`src/rtl/rt_pkg.sv`:
```
package rt_pkg;
  typedef enum logic {
    ST_ACQ = 1'b0,
    ST_TRK = 1'b1
  } trk_state_e;
endpackage

```
`src/rtl/period_counter.sv`:
```
module period_counter #(
  parameter int W = 16
) (
  input  logic         clk,
  input  logic         rst,
  input  logic         en,
  input  logic         stb,
  output logic         meas_vld,
  output logic [W-1:0] meas,
  output logic [W-1:0] cur,
  output logic         sat
);
  localparam logic [W-1:0] MAXV = {W{1'b1}};

  logic         armed;
  logic [W-1:0] cnt;

  always_ff @(posedge clk) begin
    if (rst || !en) begin
      armed    <= 1'b0;
      cnt      <= '0;
      meas_vld <= 1'b0;
      meas     <= '0;
      sat      <= 1'b0;
    end else begin
      meas_vld <= 1'b0;
      sat      <= 1'b0;
      if (stb) begin
        cnt   <= '0;
        armed <= 1'b1;
        if (armed) begin
          meas_vld <= 1'b1;
          meas     <= (cnt == MAXV) ? MAXV : cnt + 1'b1;
        end
      end else if (armed) begin
        if (cnt == MAXV) begin
          armed <= 1'b0;
          sat   <= 1'b1;
        end else begin
          cnt <= cnt + 1'b1;
        end
      end
    end
  end

  assign cur = cnt;

  a_r2_meas_nonzero: assert property (@(posedge clk) disable iff (rst)
    meas_vld |-> (meas != '0));

  a_r8_sat_disarms: assert property (@(posedge clk) disable iff (rst)
    sat |=> !meas_vld);
endmodule

```
`src/rtl/window_chk.sv`:
```
module window_chk #(
  parameter int W = 16
) (
  input  logic [W-1:0] val,
  input  logic [W-1:0] base,
  output logic         ok
);
  logic [W-1:0] diff;

  always_comb begin
    diff = (val >= base) ? (val - base) : (base - val);
    ok   = (diff <= (base >> 3));
  end
endmodule

```
`src/rtl/rate_tracker.sv`:
```
module rate_tracker #(
  parameter int CNT_W   = 16,
  parameter int AGREE_N = 4
) (
  input  logic             clk,
  input  logic             rst,
  input  logic             run,
  input  logic             pre_stb,
  output logic             locked,
  output logic             tracking,
  output logic [CNT_W-1:0] nominal,
  output logic [CNT_W-1:0] measured
);
  import rt_pkg::*;

  localparam int AG_W = $clog2(AGREE_N + 1);
  localparam logic [AG_W-1:0] AG_LAST = AG_W'(AGREE_N - 1);

  logic             meas_vld, sat, ok_cand, ok_nom, timeout;
  logic [CNT_W-1:0] meas_w, cur_w, cand;
  logic [AG_W-1:0]  agree;
  trk_state_e       state;

  period_counter #(.W(CNT_W)) u_cnt (
    .clk(clk), .rst(rst), .en(run), .stb(pre_stb),
    .meas_vld(meas_vld), .meas(meas_w), .cur(cur_w), .sat(sat)
  );

  window_chk #(.W(CNT_W)) u_win_cand (.val(meas_w), .base(cand),    .ok(ok_cand));
  window_chk #(.W(CNT_W)) u_win_nom  (.val(meas_w), .base(nominal), .ok(ok_nom));

  assign timeout = ({1'b0, cur_w} >= {nominal, 1'b0});

  always_ff @(posedge clk) begin
    if (rst || !run) begin
      state    <= ST_ACQ;
      locked   <= 1'b0;
      nominal  <= '0;
      measured <= '0;
      cand     <= '0;
      agree    <= '0;
    end else begin
      if (meas_vld) measured <= meas_w;
      case (state)
        ST_ACQ: begin
          if (sat) begin
            agree <= '0;
          end else if (meas_vld) begin
            cand <= meas_w;
            if (agree == '0 || !ok_cand) begin
              agree <= AG_W'(1);
            end else if (agree == AG_LAST) begin
              state   <= ST_TRK;
              locked  <= 1'b1;
              nominal <= meas_w;
              agree   <= '0;
            end else begin
              agree <= agree + 1'b1;
            end
          end
        end
        default: begin
          if (sat || timeout) begin
            state   <= ST_ACQ;
            locked  <= 1'b0;
            nominal <= '0;
            agree   <= '0;
          end else if (meas_vld && !ok_nom) begin
            state   <= ST_ACQ;
            locked  <= 1'b0;
            nominal <= '0;
            agree   <= AG_W'(1);
            cand    <= meas_w;
          end
        end
      endcase
    end
  end

  assign tracking = (state == ST_TRK);

  a_r1_run_low_idle: assert property (@(posedge clk) disable iff (rst)
    !run |=> (!locked && !tracking && nominal == '0 && measured == '0));

  a_r3_lock_takes_last: assert property (@(posedge clk) disable iff (rst)
    $rose(locked) |-> (nominal == meas_w && nominal != '0));

  a_r5_nominal_held: assert property (@(posedge clk) disable iff (rst)
    (locked && $past(locked)) |-> $stable(nominal));

  a_r6_window_drop: assert property (@(posedge clk) disable iff (rst)
    (run && tracking && meas_vld && !ok_nom) |=> !locked);

  a_r7_gap_drop: assert property (@(posedge clk) disable iff (rst)
    (run && tracking && !pre_stb && timeout) |=> !locked);

  a_r2_measured_only_on_strobe: assert property (@(posedge clk) disable iff (rst)
    !$stable(measured) |-> ($past(meas_vld) || !$past(run)));
endmodule

```
`config.mk`:
```
export PLATFORM = sky130hd
export DESIGN_NAME = rate_tracker
export DESIGN_NICKNAME = d
export VERILOG_FILES = /design/src/rtl/rt_pkg.sv /design/src/rtl/period_counter.sv /design/src/rtl/window_chk.sv /design/src/rtl/rate_tracker.sv
export SDC_FILE = /design/constraint.sdc
export NUM_CORES = 1
export LEC_CHECK = 0
export BUFFER_PORTS_ARGS = -buffer_cell sky130_fd_sc_hd__buf_4
export CORE_UTILIZATION = 67
export CTS_CLUSTER_SIZE = 28
export DETAILED_ROUTE_END_ITERATION = 7
export GPL_ROUTABILITY_DRIVEN = 0
export GPL_TIMING_DRIVEN = 0
export PLACE_DENSITY = 0.9
export SYNTH_ARGS = -nofsm -noshare
export SYNTH_HDL_FRONTEND = slang
export SYNTH_SLANG_ARGS = --single-unit
```
`constraint.sdc`:
```
create_clock -name clk -period 14.9 [get_ports clk]
set_clock_uncertainty 0.2 [all_clocks]
set_input_delay 2.235 -clock clk [delete_from_list [all_inputs] [get_ports clk]]
set_output_delay 2.235 -clock clk [all_outputs]
set_load 0.01 [all_outputs]
```
==> results of run 1 <==
==> worst max-delay path by stage <==
stage | cells after the start | endpoint | startpoint | slack [ns]
floorplan | 21 | cand[7] | nominal[13] | 9.92
global placement | 20 | nominal[2] | u_cnt.meas[1] | 8.97
detailed placement | 21 | cand[9] | nominal[13] | 8.86
CTS | 22 | cand[15] | nominal[13] | 8.58
global route | 22 | cand[15] | nominal[7] | 8.21
finish | 22 | cand[15] | nominal[7] | 8.37
==> through the flow <==
step	worst slack (ns)	instance area (um^2)	power, mW
finish	8.370	8416	0.6044
global route	8.206	8416	0.6216
CTS	8.581	8416	0.5996
detailed placement	8.857	8094	0.3561
global placement	8.975	8094	0.3529
floorplan	9.921	7641	0.3301
==> power breakdown <==
part | total [mW] | leakage [nW] | switching [mW] | internal [mW]
Combinational | 0.119 | 2.54 | 0.0722 | 0.0464
Sequential | 0.238 | 0.709 | 0.00179 | 0.236
Clock | 0.248 | 0.159 | 0.0931 | 0.155
==> cells in the mapped netlist, drive strengths merged, types with 4 or more instances <==
cell     count  area, um^2
nand2b       9       56.30
o211ai       5       37.54
nor3        11       55.05
o21ai       51       255.3
xnor2       27       236.5
and3         7       43.79
clkbuf      17       63.81
nand2       59       224.0
nand3       38       190.2
a31oi        7       43.79
a21o        19       142.6
or2          4       25.02
fa           4       80.08
o31a         6       61.31
o22ai       17       168.9
a221oi      17       148.9
nor2b       13       81.33
o2111ai      4       41.29
nor2        68       255.2
and4         4       35.03
inv         65       244.0
o31ai       25       262.8
dfxtp       88        1762
or3          4       25.02
nand3b       4       30.03
buf         34       217.7
a21oi       65       347.8
mux2i       26       260.3
a211oi       5       37.54
xor2        27       236.5
and2         4       25.02
nor4         7       58.81
nand4       14       87.58
mux2         4       45.04
o21a        16       120.1
ha         106        1326
==> flip-flops by register name, indices dropped and copies added (netlist names) <==
name            flops
agree               3
tracking            1
u_cnt.sat           1
locked              1
nominal            16
measured           16
cand               16
u_cnt.meas_vld      1
u_cnt.armed         1
u_cnt.meas         16
u_cnt.cur          16
==> layout make-up <==
class,count,area (um^2),share of cell area [%]
timing repair buffer,37,277.8,3.301
clock inverter,3,65.06,0.7731
clock buffer,12,256.5,3.048
sequential,88,1762,20.93
buffer,51,281.5,3.345
tap,140,175.2,2.081
inverter,65,244.0,2.899
multi-input combinational,708,5354,63.62
==> routing by layer <==
layer | GRT usage, % | up-vias | share of wire [%]
met1 | 48.17 | 3375 | 42
met2 | 61.48 | 377 | 45
met3 | 8.010 | 81 | 8.7
li1 | - | 3396 | -
met5 | 0 | - | 0
met4 | 13.80 | 0 | 3.3
==> cell families after synthesis <==
family,count (synthesis)
simple gates,251
xor+xnor,54
compound gates,263
flops,88
mux,30
buf+inv,116
fa+ha+maj,110
==> worst max-delay path, stage by stage, from the launching register on <==
cell,delay (ns)
dfxtp_1,0.37
inv_1,0.11
ha_1,0.29
clkbuf_1,0.27
nand2_1,0.11
o21ai_0,0.42
nand2_1,0.10
nand3_1,0.16
buf_1,0.38
buf_2,0.35
mux2i_1,0.24
o21ai_0,0.15
xor2_1,0.19
ha_1,0.35
nand4_1,0.14
nor2_1,0.20
o21ai_0,0.16
a31oi_1,0.39
nor4_1,0.26
o41ai_2,0.90
buf_2,0.39
nand3_1,0.15
o31ai_2,0.10
==> flow_summary.toml, run 1 <==
[critical_path]
cp.required_ns = 14.96
cp_max_fo = 10
r2r_end = "cand[15]"
r2r_cells = 22
r2r-start = "nominal[7]"
end_kind = "register"
crit_type = "reg -> reg"
crit_arrival_ns = 6.59
startpoint_type = "register"
ff2ff_setup_slack_ns = 8.37

[synthesis]
synth_compound_area_share_pct = 25.30
synth_edf_count = 0
syn_area_um2 = 7641
muxShareOfSynthArea_pct = 3.995
ys_seq_elements = 88
synth_nets = 1026
synth_top_family_by_area = "compound AO/OA/AOI/OAI gates"
yosysSeqAreaShare_pct = 23.06
synth-simple-area-share_pct = 16.18
yosysUniqueCellTypes = 75
synthCells = 912
synthXorXnorAreaFrac_pct = 6.190
async_reset_ff_share_pct = 0
avgSynthCellArea_um2 = 8.378
synthAdderAreaFrac_pct = 18.41
yosys_most_used_dff = "dfxtp_1"
yosysWarnings = 0

[drt]
dr.first_iter.drc_count = 744
vias_per_cell = 6.548
dr.pass1.iters = 6
vias = 7229
wl_mm = 21.46
ant_nets = 0
drc = 0
wire_per_inst_um = 19.44

[floorplan]
core_area_um2 = 10980
die_x_um = 108.8
initial_utilization_pct = 69.57
die_h_um = 108.8
dieArea_um2 = 11840
io_pins = 38
row_count = 38

[clock_tree]
tritoncts = "built"
cts_max_level = 3
cts_buffer_depth = 2
insertion_delay_ns = 0.35
cts_root_buf = "clkbuf_16"
post-cts-setup-buffers = 0
cts_resized = 0
clkTransAtPathRegs_ns = 0.06
clock-sinks = 88
cts-hold-fix-buffers = 0
cts_buffers = 9

[grt]
grt_max_degree = 14
grt_usage_pct = 37.46
first_global_vias = 6835
gr-total-overflow = 0
antenna_found_initial = 0
grt_pass1_wl_mm = 33.89

[finish]
final_cell_mix = "ha_1 (106), dfxtp_1 (88), nor2_1 (68)"
fin_cells = 1104
drive_gt1_share_pct = 13.07
layout_commonest_cell = "ha_1"
diodes = 0
num-fill-cells = 789
area_delta_synth_final_pct = 10.14
layout.nets = 1074
final_util_pct = 76.62

[sta]
final_max_slew_viol_count = 0
setup_tns_ns = 0
max_freq_mhz = 153.1
fin_hold_ws_ns = 0.3019
hold_viol_final = 0
slew_headroom_pct = 20.18
rsz0062_at_grt = "false"
setup_viol = 0
worst_pin_slew_ns = 1.186
min_period_ns = 6.530
final.period_utilization_pct = 43.82

[hold_path]
hold_class = "reg -> reg"
hold_start = "agree[2]"
min_to = "agree[2]"
min_path_cells = 2

[power]
vdd_drop_max_v = 0.00008950
powerDensity_nw_per_um2 = 71.82
leakagePower_nw = 3.411

[job]
cap_violations = 0

[placed_design]
port_buffers = 37
dp_cells = 1089
hpwl_mm = 16.49

[run_status]
status = "finished, final reports clean"
Note: power is estimated with default switching activity, not from simulation.
==> run 2, diff against run 1 <==
--- a/config.mk
+++ b/config.mk
@@ -6,12 +6,12 @@
 export NUM_CORES = 1
 export LEC_CHECK = 0
 export BUFFER_PORTS_ARGS = -buffer_cell sky130_fd_sc_hd__buf_4
-export CORE_UTILIZATION = 67
+export CORE_UTILIZATION = 63
 export CTS_CLUSTER_SIZE = 28
 export DETAILED_ROUTE_END_ITERATION = 7
 export GPL_ROUTABILITY_DRIVEN = 0
 export GPL_TIMING_DRIVEN = 0
-export PLACE_DENSITY = 0.9
+export PLACE_DENSITY = 0.86
 export SYNTH_ARGS = -nofsm -noshare
 export SYNTH_HDL_FRONTEND = slang
 export SYNTH_SLANG_ARGS = --single-unit
==> constraint.sdc (replaced) <==
create_clock -name clk -period 6.1 [get_ports clk]
set_clock_uncertainty 0.2 [all_clocks]
set_input_delay 0.915 -clock clk [delete_from_list [all_inputs] [get_ports clk]]
set_output_delay 0.915 -clock clk [all_outputs]
set_load 0.01 [all_outputs]
==> run 2 against run 1 <==
The flow now finishes with violations (design-rule violations); global-route usage fell by 3.3 points; utilization fell by 4.0 points; sequential cell count did not move; critical path depth did not move; clock-buffer cell count fell by 3; via count barely moved; sequential share of layout area barely moved; cell area rose by 0.25%; non-clock buffer count did not move; cell count rose by 0.36%; fmax rose by 12%.
==> flow_summary.toml, run 2 (synthesized netlist as in run 1, its figures left out) <==
[sta]
slew_headroom_pct = 47.54
rsz0062_at_grt = "false"
min_period_ns = 5.829
setup_viol = 0
final_max_slew_viol_count = 0
setup_tns_ns = 0
max_freq_mhz = 171.5
final.period_utilization_pct = 95.56
hold_viol_final = 0
layout_setup_ws_ns = 0.2707
worst_pin_slew_ns = 0.7869

[critical_path]
crit_arrival_ns = 5.90
r2r-start = "u_cnt.meas[0]"
crit_chain = "inv_1, ha_1, inv_1, fa_1, a21o_1, a21o_1, a32oi_1, a21oi_1, a21oi_4, clkbuf_2, mux2_2, ha_1, nor2b_1, o21a_1, o21a_1, o21ai_0, a41o_1, nand3_1, a2111oi_4, inv_2, buf_2, o22ai_2"
crit_type = "reg -> reg"
cpMaxStageDelayCell = "a2111oi_4"
ff2ff_setup_slack_ns = 0.27
startpoint_type = "register"
end_kind = "register"
critical_path.max_stage_delay_ns = 0.46
r2r_end = "nominal[13]"
cp_max_fo = 10
r2r_cells = 22
critical_path.startpoint = "u_cnt.meas[0]"
cp.required_ns = 6.17

[finish]
area_delta_synth_final_pct = 10.41
final_cell_mix = "ha_1 (106), dfxtp_1 (87), nor2_1 (68)"
layout.nets = 1074
layout_commonest_cell = "ha_1"
drive_gt1_share_pct = 13.68
fin_area_um2 = 8437
diodes = 0
final_util_pct = 72.65

[floorplan]
die_x_um = 112.1
core_area_um2 = 11610
initial_utilization_pct = 65.79
die_h_um = 112.1
row_count = 39
dieArea_um2 = 12570
io_pins = 38

[power]
leakagePower_nw = 3.399
power.internal_mw = 1.013
switching_share_pct = 29.32
clockPowerShare_pct = 38.7
power_mw = 1.433
power_frac_seq_pct = 40.5
p_comb_share_pct = 20.8
vdd_drop_max_v = 0.0001634
powerDensity_nw_per_um2 = 169.9
p_sw_mw = 0.4202

[clock_tree]
cts_root_buf = "clkbuf_16"
cts_max_level = 3
clkTransAtPathRegs_ns = 0.07
cts-hold-fix-buffers = 0
insertion_delay_ns = 0.34
clock-sinks = 88
cts_buffers = 9
tritoncts = "built"
cts_buffer_depth = 2
post-cts-setup-buffers = 0

[placed_design]
port_buffers = 37
hpwl_mm = 16.41
place_area_um2 = 8098
post-place-ws_ns = 0.09469

[grt]
grt_max_degree = 16
first_global_vias = 6689
grt_usage_pct = 34.20
gr-total-overflow = 0
grt_pass1_wl_mm = 34.26
antenna_found_initial = 0

[hold_path]
min_to = "agree[1]"
hold_class = "reg -> reg"
hold_start = "agree[1]"
min_path_cells = 1

[drt]
dr.first_iter.drc_count = 803
vias = 7227
ant_nets = 0
vias_per_cell = 6.523
dr.pass1.iters = 7
wire_per_inst_um = 18.96
drc = 5
wl_mm = 21.01

[job]
cap_violations = 0

[run_status]
status = "finished with violations"
violations = "design-rule violations"
run 2: changes by cell type in the layout (fill, tap and decap cells not counted), sizes merged:
| cell | change |
|---|---|
| bufinv | -1 |
| clkbuf | -3 |
| clkinv | +1 |
| clkinvlp | +3 |
| inv | +1 |
run 2: stage by stage:
step           std cells  hold WS (ns)
4_1_cts             1108        0.2918
3_3_place_gp        1092        0.2740
3_5_place_dp        1092        0.2763
6_report            1108        0.3005
5_1_grt             1108        0.3153
2_1_floorplan        912        0.2532
run 2: final cells by class:
cell class	instances	area, um^2
repair buffers	37	277.8
clock buffers	9	225.2
fillers	886	3177
multi-input cells	708	5394
clock inverters	7	71.32
well taps	143	178.9
inverters	65	244.0
plain buffers	51	282.8
flip-flops and latches	88	1763
run 2: worst max path at each step:
| stage | endpoint | cells past startpoint |
|---|---|---|
| after floorplan | cand[7] | 21 |
| after global placement | cand[13] | 21 |
| after detailed placement | cand[13] | 21 |
| after CTS | cand[13] | 21 |
| after global routing | cand[14] | 22 |
| final | nominal[13] | 22 |
run 2: power groups by stage:
stage / Combinational (mW) / Sequential, mW / Clock [mW]
5_1_grt: 0.324 / 0.581 / 0.578
2_1_floorplan: 0.214 / 0.592 / 0
3_5_place_dp: 0.274 / 0.594 / 0
3_3_place_gp: 0.268 / 0.594 / 0
6_report: 0.298 / 0.581 / 0.554
4_1_cts: 0.276 / 0.581 / 0.555
run 2: what timing repair did:
action,4_1_cts,5_1_grt
gates resized for setup,0,9
setup endpoints to repair,0,36
hold endpoints to repair,0,0
run 2: layer usage:
layer	vias to the layer above	global-route usage, %	routed length (um)
met3	46	5.454	1929
li1	3392	-	-
met2	371	55.57	9478
met4	0	9.778	444
met5	-	0	0
met1	3418	46.98	9154
run 2: critical path, delay by kind of cell, from the launching register on:
family | cells | cell delay [ns]
mux | 1 | 0.37
simple gates | 2 | 0.32
compound gates | 11 | 2.52
flops | 1 | 0.38
buf+inv | 5 | 1.03
fa+ha+maj | 3 | 0.90
==> run 3, diff against run 2 <==
--- a/config.mk
+++ b/config.mk
@@ -6,12 +6,12 @@
 export NUM_CORES = 1
 export LEC_CHECK = 0
 export BUFFER_PORTS_ARGS = -buffer_cell sky130_fd_sc_hd__buf_4
-export CORE_UTILIZATION = 63
+export CORE_UTILIZATION = 60
 export CTS_CLUSTER_SIZE = 28
 export DETAILED_ROUTE_END_ITERATION = 7
 export GPL_ROUTABILITY_DRIVEN = 0
 export GPL_TIMING_DRIVEN = 0
-export PLACE_DENSITY = 0.86
+export PLACE_DENSITY = 0.82
 export SYNTH_ARGS = -nofsm -noshare
 export SYNTH_HDL_FRONTEND = slang
 export SYNTH_SLANG_ARGS = --single-unit
==> run 3 against run 2 <==
Non-clock buffer count did not move; the flow now finishes without violations; sequential power barely moved; critical path depth fell by 2; sequential share of layout area fell by 0.061 points; fmax fell by 0.62%; cell area rose by 0.22%; combinational power fell by 3%; hold slack got worse by 0.0030 ns; utilization fell by 3.4 points; via count fell by 3.4%; sequential cell count did not move; power fell by 0.63%.
==> flow_summary.toml, run 3 (synthesized netlist as in run 1, its figures left out) <==
[run_status]
status = "finished, final reports clean"

[drt]
vias = 6982
dr.first_iter.drc_count = 637
wire_per_inst_um = 18.09
vias_per_cell = 6.162
dr.pass1.iters = 5
ant_nets = 0
drc = 0
wl_mm = 20.50

[power]
switching_share_pct = 28.40
power_mw = 1.424
clockPowerShare_pct = 39.0
p_sw_mw = 0.4045
powerDensity_nw_per_um2 = 168.4
power.internal_mw = 1.020
vdd_drop_max_v = 0.0001945
leakagePower_nw = 3.407
p_comb_share_pct = 20.2
power_frac_seq_pct = 40.8

[floorplan]
die_x_um = 114.9
core_area_um2 = 12210
io_pins = 38
initial_utilization_pct = 62.57
row_count = 40
die_h_um = 114.9
dieArea_um2 = 13190

[critical_path]
startpoint_type = "register"
end_kind = "register"
crit_arrival_ns = 5.93
cp.required_ns = 6.16
cp_max_fo = 10
crit_type = "reg -> reg"

[finish]
fin_cells = 1133
layout_commonest_cell = "ha_1"
layout.nets = 1074
area_delta_synth_final_pct = 10.66
final_util_pct = 69.24
final_cell_mix = "ha_1 (106), dfxtp_1 (88), nor2_1 (68)"
diodes = 0
drive_gt1_share_pct = 13.47
num-fill-cells = 1029
fin_area_um2 = 8456

[clock_tree]
cts_buffers = 9
cts_buffer_depth = 2
insertion_delay_ns = 0.35
clock-sinks = 88
cts_root_buf = "clkbuf_16"
cts-hold-fix-buffers = 0
tritoncts = "built"
clkTransAtPathRegs_ns = 0.06
cts_max_level = 3

[grt]
grt_usage_pct = 32.23
grt_pass1_wl_mm = 33.12
gr-total-overflow = 0
grt_max_degree = 15
first_global_vias = 6489
antenna_found_initial = 0

[hold_path]
hold_class = "reg -> reg"

[sta]
rsz0062_at_grt = "false"
final.period_utilization_pct = 96.15
slew_headroom_pct = 48.97
layout_setup_ws_ns = 0.2346
min_period_ns = 5.865
worst_pin_slew_ns = 0.7655
setup_viol = 0
final_max_slew_viol_count = 0
max_freq_mhz = 170.5
hold_viol_final = 0
setup_tns_ns = 0
fin_hold_ws_ns = 0.2975

[placed_design]
post-place-ws_ns = 0.0006772
place_area_um2 = 8129
dp_cells = 1117
port_buffers = 37
hpwl_mm = 16.48

[job]
cap_violations = 0
run 3: layout make-up:
| class | instances | area [um^2] | area share, % |
|---|---|---|---|
| inverters | 65 | 244.0 | 2.885 |
| well taps | 168 | 210.2 | 2.486 |
| clock buffers | 11 | 242.7 | 2.871 |
| plain buffers | 51 | 284.0 | 3.359 |
| flip-flops and latches | 88 | 1762 | 20.83 |
| multi-input cells | 708 | 5379 | 63.61 |
| repair buffers | 37 | 277.8 | 3.285 |
| clock inverters | 5 | 56.30 | 0.6659 |
run 3: worst max-delay path, cell delays in order (launching register included):
cell and delay, ns:
dfxtp_1 0.58, inv_1 0.30, ha_1 0.40, a41o_1 0.24, a21o_1 0.18, a32oi_1 0.20, a21oi_1 0.18, a21oi_4 0.35
clkbuf_2 0.31, mux2_2 0.37, ha_1 0.29, nor2b_1 0.13, o21a_1 0.17, o21a_1 0.16, o21ai_0 0.25, a41o_1 0.24
nand3_1 0.19, a2111oi_4 0.44, inv_2 0.17, buf_2 0.28, o22ai_2 0.16
run 3: timing repair:
item | 4_1_cts | 5_1_grt
gates resized for setup | 1 | 5
pin swaps | 0 | 0
setup buffers | 0 | 0
endpoints found under the setup margin | 1 | 27
run 3: final timing paths:
| kind | start | endpoint | slack, ns | cells past startpoint |
|---|---|---|---|---|
| worst max-delay path | u_cnt.meas[1] | nominal[13] | 0.23 | 20 |
| worst min register to register | cand[0] | cand[0] | 0.30 | 2 |
| worst min-delay path | cand[0] | cand[0] | 0.30 | 2 |
| worst max register to register | u_cnt.meas[1] | nominal[13] | 0.23 | 20 |
run 3: metal layers:
metal	track usage (%)	up-vias	share of wire, %
met5	0	-	0
met4	8.052	0	1.4
met3	5.377	30	8.3
met2	52.13	309	45
met1	44.64	3252	45
li1	-	3391	-
run 3: power groups by stage:
stage / sequential [mW] / combinational, mW / clock, mW
3_5_place_dp: 0.594 / 0.275 / 0
6_report: 0.581 / 0.288 / 0.555
5_1_grt: 0.581 / 0.318 / 0.578
2_1_floorplan: 0.592 / 0.214 / 0
3_3_place_gp: 0.594 / 0.271 / 0
4_1_cts: 0.581 / 0.279 / 0.556
